**src/rtl/frag_pkg.sv**
```systemverilog
package frag_pkg;

    localparam int LEN_W = 16;
    localparam int ID_W  = 8;
    localparam int TAG_W = 6;

    typedef struct packed {
        logic [LEN_W-1:0] bytes;
        logic [ID_W-1:0]  src;
        logic [ID_W-1:0]  dst;
        logic [TAG_W-1:0] tag;
    } txn_t;

    typedef enum logic [1:0] {
        ST_IDLE,
        ST_GEN,
        ST_OFFER,
        ST_GAP
    } frag_state_e;

endpackage

```
**src/rtl/frag_intake.sv**
```systemverilog
module frag_intake
    import frag_pkg::*;
#(
    parameter bit SRC_FLOW_CTRL = 1'b1
) (
    input  logic clk,
    input  logic rst,
    input  logic txn_valid,
    input  txn_t txn_in,
    output logic txn_ready,
    input  logic seq_idle,
    input  logic take,
    output logic held_v,
    output txn_t held
);

    // With flow control the source may hand over only while nothing is in flight.
    generate
        if (SRC_FLOW_CTRL) begin : g_gated
            assign txn_ready = !held_v && seq_idle;
        end else begin : g_free
            assign txn_ready = !held_v;
        end
    endgenerate

    always_ff @(posedge clk) begin
        if (rst) begin
            held_v <= 1'b0;
            held   <= '0;
        end else if (txn_valid && txn_ready) begin
            held_v <= 1'b1;
            held   <= txn_in;
        end else if (take) begin
            held_v <= 1'b0;
        end
    end

endmodule

```
**src/rtl/frag_sizer.sv**
```systemverilog
module frag_sizer
    import frag_pkg::*;
#(
    parameter int MAX_PAYLOAD     = 256,
    parameter int BYTES_PER_CYCLE = 8,
    localparam int FRAG_W = $clog2(MAX_PAYLOAD + 1),
    localparam int GEN_W  = $clog2(MAX_PAYLOAD / BYTES_PER_CYCLE + 2)
) (
    input  logic [LEN_W-1:0]  remaining,
    output logic [FRAG_W-1:0] cur_bytes,
    output logic              is_last,
    output logic [GEN_W-1:0]  gen_len
);

    localparam logic [LEN_W-1:0] MAX_L = LEN_W'(MAX_PAYLOAD);

    logic [FRAG_W:0] rounded;
    logic [FRAG_W:0] quot;

    always_comb begin
        is_last   = (remaining <= MAX_L);
        cur_bytes = is_last ? remaining[FRAG_W-1:0] : FRAG_W'(MAX_PAYLOAD);
        rounded   = {1'b0, cur_bytes} + (FRAG_W+1)'(BYTES_PER_CYCLE - 1);
        quot      = rounded / (FRAG_W+1)'(BYTES_PER_CYCLE);
        // A header-only fragment still costs one generation cycle.
        gen_len   = (quot == '0) ? GEN_W'(1) : GEN_W'(quot);
    end

endmodule

```
**src/rtl/frag_seq.sv**
```systemverilog
module frag_seq
    import frag_pkg::*;
#(
    parameter int MAX_PAYLOAD     = 256,
    parameter int BYTES_PER_CYCLE = 8,
    parameter bit SRC_FLOW_CTRL   = 1'b1,
    localparam int FRAG_W = $clog2(MAX_PAYLOAD + 1),
    localparam int GEN_W  = $clog2(MAX_PAYLOAD / BYTES_PER_CYCLE + 2)
) (
    input  logic              clk,
    input  logic              rst,
    input  logic              held_v,
    input  txn_t              held,
    output logic              seq_idle,
    output logic              take,
    output logic              frag_valid,
    input  logic              frag_accept,
    output logic [FRAG_W-1:0] frag_bytes,
    output logic              frag_first,
    output logic              frag_last,
    output logic [ID_W-1:0]   frag_src,
    output logic [ID_W-1:0]   frag_dst,
    output logic [TAG_W-1:0]  frag_tag,
    output logic              txn_done
);

    frag_state_e       state;
    logic [LEN_W-1:0]  rem;
    logic              first_q;
    logic [GEN_W-1:0]  gen_cnt;
    txn_t              meta;
    logic              done_q;

    logic [LEN_W-1:0]  size_in;
    logic [FRAG_W-1:0] cur_bytes;
    logic              is_last;
    logic [GEN_W-1:0]  gen_len;

    // In idle the sizer looks ahead at the staged transaction.
    assign size_in = (state == ST_IDLE) ? held.bytes : rem;

    frag_sizer #(
        .MAX_PAYLOAD    (MAX_PAYLOAD),
        .BYTES_PER_CYCLE(BYTES_PER_CYCLE)
    ) u_sizer (
        .remaining(size_in),
        .cur_bytes(cur_bytes),
        .is_last  (is_last),
        .gen_len  (gen_len)
    );

    assign seq_idle = (state == ST_IDLE);
    assign take     = seq_idle && held_v;

    always_ff @(posedge clk) begin
        if (rst) begin
            state   <= ST_IDLE;
            rem     <= '0;
            first_q <= 1'b0;
            gen_cnt <= '0;
            meta    <= '0;
            done_q  <= 1'b0;
        end else begin
            done_q <= 1'b0;
            unique case (state)
                ST_IDLE: begin
                    if (held_v) begin
                        rem     <= held.bytes;
                        meta    <= held;
                        first_q <= 1'b1;
                        gen_cnt <= gen_len;
                        state   <= ST_GEN;
                    end
                end
                ST_GEN: begin
                    if (gen_cnt <= GEN_W'(1)) begin
                        state <= ST_OFFER;
                    end else begin
                        gen_cnt <= gen_cnt - GEN_W'(1);
                    end
                end
                ST_OFFER: begin
                    if (frag_accept) begin
                        rem     <= rem - LEN_W'(cur_bytes);
                        first_q <= 1'b0;
                        if (is_last) begin
                            state  <= ST_IDLE;
                            done_q <= SRC_FLOW_CTRL;
                        end else begin
                            state <= ST_GAP;
                        end
                    end
                end
                ST_GAP: begin
                    gen_cnt <= gen_len;
                    state   <= ST_GEN;
                end
                default: state <= ST_IDLE;
            endcase
        end
    end

    assign frag_valid = (state == ST_OFFER);
    assign frag_bytes = cur_bytes;
    assign frag_first = first_q;
    assign frag_last  = is_last;
    assign frag_src   = meta.src;
    assign frag_dst   = meta.dst;
    assign frag_tag   = meta.tag;
    assign txn_done   = done_q;

endmodule

```
**src/rtl/txn_fragmenter.sv**
```systemverilog
module txn_fragmenter
    import frag_pkg::*;
#(
    parameter int MAX_PAYLOAD     = 256,
    parameter int BYTES_PER_CYCLE = 8,
    parameter bit SRC_FLOW_CTRL   = 1'b1
) (
    input  logic                               clk,
    input  logic                               rst,
    input  logic                               txn_valid,
    output logic                               txn_ready,
    input  logic [15:0]                        txn_bytes,
    input  logic [7:0]                         txn_src,
    input  logic [7:0]                         txn_dst,
    input  logic [5:0]                         txn_tag,
    output logic                               frag_valid,
    input  logic                               frag_accept,
    output logic [$clog2(MAX_PAYLOAD+1)-1:0]   frag_bytes,
    output logic                               frag_first,
    output logic                               frag_last,
    output logic [7:0]                         frag_src,
    output logic [7:0]                         frag_dst,
    output logic [5:0]                         frag_tag,
    output logic                               txn_done
);

    txn_t txn_in;
    txn_t held;
    logic held_v;
    logic seq_idle;
    logic take;

    assign txn_in = '{bytes: txn_bytes, src: txn_src, dst: txn_dst, tag: txn_tag};

    frag_intake #(
        .SRC_FLOW_CTRL(SRC_FLOW_CTRL)
    ) u_intake (
        .clk      (clk),
        .rst      (rst),
        .txn_valid(txn_valid),
        .txn_in   (txn_in),
        .txn_ready(txn_ready),
        .seq_idle (seq_idle),
        .take     (take),
        .held_v   (held_v),
        .held     (held)
    );

    frag_seq #(
        .MAX_PAYLOAD    (MAX_PAYLOAD),
        .BYTES_PER_CYCLE(BYTES_PER_CYCLE),
        .SRC_FLOW_CTRL  (SRC_FLOW_CTRL)
    ) u_seq (
        .clk        (clk),
        .rst        (rst),
        .held_v     (held_v),
        .held       (held),
        .seq_idle   (seq_idle),
        .take       (take),
        .frag_valid (frag_valid),
        .frag_accept(frag_accept),
        .frag_bytes (frag_bytes),
        .frag_first (frag_first),
        .frag_last  (frag_last),
        .frag_src   (frag_src),
        .frag_dst   (frag_dst),
        .frag_tag   (frag_tag),
        .txn_done   (txn_done)
    );

endmodule

```
**config.mk**
```make
export PLATFORM = sky130hd
export DESIGN_NAME = txn_fragmenter
export DESIGN_NICKNAME = d
export VERILOG_FILES = /design/src/rtl/frag_pkg.sv /design/src/rtl/frag_intake.sv /design/src/rtl/frag_sizer.sv /design/src/rtl/frag_seq.sv /design/src/rtl/txn_fragmenter.sv
export SDC_FILE = /design/constraint.sdc
export NUM_CORES = 1
export LEC_CHECK = 0
export ABC_AREA = 0
export BUFFER_PORTS_ARGS = -buffer_cell sky130_fd_sc_hd__buf_4
export CORE_ASPECT_RATIO = 0.75
export CORE_MARGIN = 4
export CORE_UTILIZATION = 50
export DETAILED_ROUTE_END_ITERATION = 12
export PLACE_DENSITY = 0.78
export SYNTH_ARGS = -nofsm -noshare
export SYNTH_HDL_FRONTEND = slang
export SYNTH_SLANG_ARGS = --single-unit
```
**constraint.sdc**
```tcl
create_clock -name clk -period 6.63 [get_ports clk]
set_input_delay 0.3315 -clock clk [delete_from_list [all_inputs] [get_ports clk]]
set_output_delay 0.3315 -clock clk [all_outputs]
set_load 0.02 [all_outputs]
```
After elaboration in Yosys (flattened, before gate mapping)
Cells that the tools add are included.

cells by class
  muxes and demuxes = 20
  reduce and logical (&&, ||, !) cells = 14
  $lt $le $gt $ge = 2
  equality and inequality tests = 7
  $add $sub $neg = 3
  bitwise logic cells = 2

operators by type and width
  cell                  number
  $mux 16               3
  $pmux 16 s2           1
  $mux 6                3
  $pmux 6 s3            1
  $le 16x9->1 const B   1
  $sub 16x9->16         1
  $add 9x3->10 const B  1
  $logic_not 10->1      1
  $mux 9                1
  $reduce_and 3->1      3
  $mux 2                4
  $pmux 2 s4            1
  $le 6x1->1 const B    1
  $sub 6x1->6 const B   1
  $mux 1                5
  $eq 2x2->1 const B    2
  $ne 2x1->1 const B    2
  $ne 2x2->1 const B    2
  $reduce_bool 2->1     2
  $logic_and 1x1->1     3
  $reduce_bool 3->1     1
  $reduce_or 3->1       1
  $eq 2x1->1 const B    1
  $logic_not 2->1       1
  other kinds (4)       5

word-level totals
  output and inout port bits = 36
  input port bits = 42
  bits in registers = 87
  logic and storage cells = 61

Depth between registers and ports, before layout
  word-level depth = 9
  gate-level depth with buffers = 17

Cells and area by module
Synthesis repeated with hierarchy kept, for this count alone.

unflattened totals
  cell total of the unflattened synthesis = 586
  area, all modules = 4,947.2 um2

by module, submodules not included
  module       times used  seq. area each (um2)  cells each  area each (um2)
  frag_seq     1           960.9                 379         2,929.1
  frag_intake  1           780.7                 170         1,739.2
  frag_sizer   1           0.0                   37          279.0

Least setup slack after synthesis
OpenSTA, ideal clock, no wires.

  kind = register -> register
  start = register u_seq.state[0]
  end = register u_seq.rem[11]
  cell stages (with the launch flop) = 15
  arrival time = 3.746 ns
  path buffers = 1
  clock period less this slack = 3.837 ns
  library setup time = 0.091 ns
  path slack = 2.793 ns
  cell sequence = dfxtp_1 inv_1 ha_1 or4b_1 nor3_1 o221ai_1 clkbuf_1 or2_2 ha_1 or4_4 o21ai_2 a21oi_2 a221o_1 o311a_1 a311oi_1

between the ends
  word-level cells in the longest chain between the ends = 7
  elaborated cells between the ends (all ways) = 12

RTL lines
  item                    RTL line                        source
  from (decl)             frag_seq.sv:27                  frag_state_e state;
  from (signal assigned)  frag_seq.sv:57                  state <= ST_IDLE;
  from (signal assigned)  frag_seq.sv:72                  state <= ST_GEN;
  from (signal assigned)  frag_seq.sv:77                  state <= ST_OFFER;
  $logic_not 2->1         frag_seq.sv:40, frag_seq.sv:65
  $mux 16                 frag_seq.sv:40                  assign size_in = (state == ST_IDLE) ? held.bytes : rem;
  $le 16x9->1             frag_sizer.sv:21                is_last = (remaining <= MAX_L);
  $mux 9                  frag_sizer.sv:22                cur_bytes = is_last ? remaining[FRAG_W-1:0] : FRAG_W'(MAX_PAYLOAD);
  $sub 16x9->16           frag_seq.sv:84                  rem <= rem - LEN_W'(cur_bytes);
  $mux 16                 frag_seq.sv:83                  if (frag_accept) begin
  $pmux 16 s2             frag_seq.sv:65                  unique case (state)
  to (signal assigned)    frag_seq.sv:68                  rem <= held.bytes;
  to (signal assigned)    frag_seq.sv:84
  to (decl)               frag_seq.sv:28                  logic [LEN_W-1:0] rem;

Parallel ways exist; a longest one is shown, timed or not. The select of a mux whose other input is x is not followed.
A chain may end at the register's enable or synchronous reset.

Worst setup path in the final report
Ends and elaborated chain as after synthesis.

==> metrics.txt <==
R2R Setup Slk=1960 ps; routed len/inst=15.7 um; Final Hold Fails=0; # port buffers=77; # resized after CTS=0; vias per cell=5.79; Setup Fix Bufs, Post-CTS=0; Crit path largest cell delay=770 ps; WP buf/inv=2; Post-synth ARST share=0; dpl cells=736; Die Width=117 um; vias in the first global route=4116; Tcrit/Tclk final=0.705; Initial DRC Count=286; Max FO, Critical Path=23; num ports=78; Yosys reg bits=87; Max Freq=0.214 GHz; initial antenna violation count=0; leakage=2.17 nW; fraction of layout instances using a drive strength above 1=0.181; sequential power share=0.284; final core utilization=0.622; synthesized area=4480 um2; Routed Antenna Nets=0; Worst setup EP type=register; Sequential cell area=1740 um2; Slowest-stage cell, CP=ha_1; n_diodes=0; worst slew pin tran=1200 ps; first-pass GRT wire length=19600 um; class of the worst hold path=input pin to register; Clock Root Buffer=clkbuf_16; Period minus WS final=4670 ps; syn_nets=640; most used cell, CP=ha_1; drt pass-1 iters=6; worst endpoint required time=6880 ps; ys flop type=dfxtp_1; post-synthesis area per instance=7.69 um2; RSZ-0062 raised after global routing=false; Top delay family on crit path=simple AND/OR/NAND/NOR gates; Post-synth EDFFs=0; Comb pwr share=0.535; Post-Syn Instances=582; CP cell instances=inv_1 -> ha_1 -> or4b_1 -> nor3_1 -> o221ai_1 -> buf_4 -> or2_2 -> ha_1 -> or4_4 -> o21ai_2 -> a21oi_2 -> a221o_1 -> o311a_1 -> a311oi_1; Bufs on Longest Clock Path=2; CTS tree=yes; Clock transition at path regs=60 ps; Worst EP arrival=4930 ps; cts hold-fix bufs=0; switching share of power=0.440; Num CTS Buffers=9; drt total wl=11800 um; # nets final=697; via count=4340; sequential area share after synthesis=0.389; Post-Layout Cell Count=750; area leader, netlist=dfxtp_1; Cell variety after synth=60; status=finished, final reports clean; clk_skew=8.97 ps; pin count of the biggest net entering global routing=89; maxcap violations=0; full die area=10500 um2; area occupied by multi-input gates=2510 um2; critical path class=register to register; Worst setup SP type=register; GR Util All Layers=0.229; Clock power frac=0.181; commonest non-fill, non-tap cell in the layout=nand2_1; hold slack=240 ps; most frequent cells in the layout=150 x nand2_1, 87 x dfxtp_1, 84 x buf_4; Pwr Density=466 nW/um2; Yosys top cell area share=0.389; Final GP Congestion=0.867; Switch Pwr=0.00110 W; HPWL after DPL=8290 um; Fillers=762; core area=8600 um2; Max H-tree Level=3; Peak supply drop=0.000199 V; Post-route DRC=0; initial core utilization=0.520; Final Setup Violations=0; Ys Warns=0; P&R area growth vs syn=19.6%; top post-synthesis cells by area=dfxtp_1 39%, nand2_1 13%, a21oi_1 8.1%; clock sinks=87; Slew Viols, Final=0; final setup TNS=0 ps; Slew HR=0.198; Int Pwr=0.00140 W; GRT overflow=0; Core Rows=29; die span in y=89.9 um; worst skew pair latency=340 ps
-- cells by family after synthesis --
logic type / count (synthesis) / synth area share
simple gates: 240 / 0.233
compound gates: 146 / 0.209
flops: 87 / 0.389
buf+inv: 60 / 0.0517
mux: 21 / 0.0475
fa+ha+maj: 16 / 0.0464
xor+xnor: 12 / 0.0235
-- worst register-to-register path, delay by kind of cell (launching register included) --
family / cells / cell delay [ps]
simple gates: 4 / 1580
flops: 1 / 330
compound gates: 6 / 1230
fa+ha+maj: 2 / 1130
buf+inv: 2 / 320
-- metrics by stage --
step	total power, W	instance area [um2]	setup slack (ps)
floorplan	0.00168	4480	2790
global placement	0.00199	5100	2170
detailed placement	0.00202	5100	2000
CTS	0.00249	5350	1940
global route	0.00268	5350	1630
finish	0.00249	5350	1960
-- power by group through the flow --
stage	combinational [W]	clock (W)	sequential [W]
final	0.00134	0.000451	0.000708
after CTS	0.00132	0.000460	0.000707
after floorplan	0.000977	0	0.000703
after global placement	0.00127	0	0.000712
after detailed placement	0.00131	0	0.000717
after global routing	0.00147	0.000485	0.000723
-- worst paths after layout --
| path | depth (start not counted) | from | endpoint |
|---|---|---|---|
| hold / removal | 3 | txn_tag[3] | u_intake.held[3]$_SDFFE_PP0P_ |
| setup / recovery | 14 | u_seq.state[0]$_SDFFE_PP0P_ | u_seq.rem[11]$_SDFFE_PP0P_ |
| setup reg to reg | 14 | u_seq.state[0]$_SDFFE_PP0P_ | u_seq.rem[11]$_SDFFE_PP0P_ |
| hold reg to reg | 2 | u_intake.held[3]$_SDFFE_PP0P_ | u_seq.frag_tag[3]$_SDFFE_PP0P_ |
-- registers in the layout, summed over array words and instances (netlist names) --
register,cells
u_intake.held,38
u_seq.rem,16
u_seq.frag_dst,8
u_seq.frag_src,8
u_seq.frag_tag,6
u_seq.gen_cnt,6
u_seq.state,2
u_intake.held_v,1
u_seq.frag_first,1
u_seq.txn_done,1
-- layout make-up --
class	count	share of cell area
Tap cell	108	0.0253
Clock buffer	10	0.0428
Clock inverter	4	0.00468
Sequential cell	87	0.325
Multi-Input combinational cell	435	0.469
Inverter	22	0.0154
Timing Repair Buffer	84	0.118
-- synth_stat cells (all sizes together) (2+ instances only) --
master,n
nand3,6
nor4b,2
nor3,17
clkbuf,28
xor2,6
or3,8
o31ai,2
a211o,2
o21a,2
a31oi,3
nor2,29
buf,10
nor2b,3
inv,22
nand2,150
o21ai,18
nor4,5
a22o,2
mux2i,19
a211oi,12
a311oi,5
xnor2,6
a221oi,6
nand2b,3
a21oi,73
dfxtp,87
mux2,2
a21o,2
nand3b,2
o211ai,5
ha,15
or2,8
o21bai,2
and2,2
-- per-layer routing --
| layer | vias up | global-route usage | part of all wire |
|---|---|---|---|
| met3 | 32 | 0.0584 | 0.067 |
| met1 | 2035 | 0.319 | 0.46 |
| met4 | 0 | 0.0716 | 0.023 |
| met5 | - | 0 | 0 |
| met2 | 149 | 0.347 | 0.45 |
| li1 | 2124 | - | - |
Note: power is estimated with default switching activity, not from simulation.
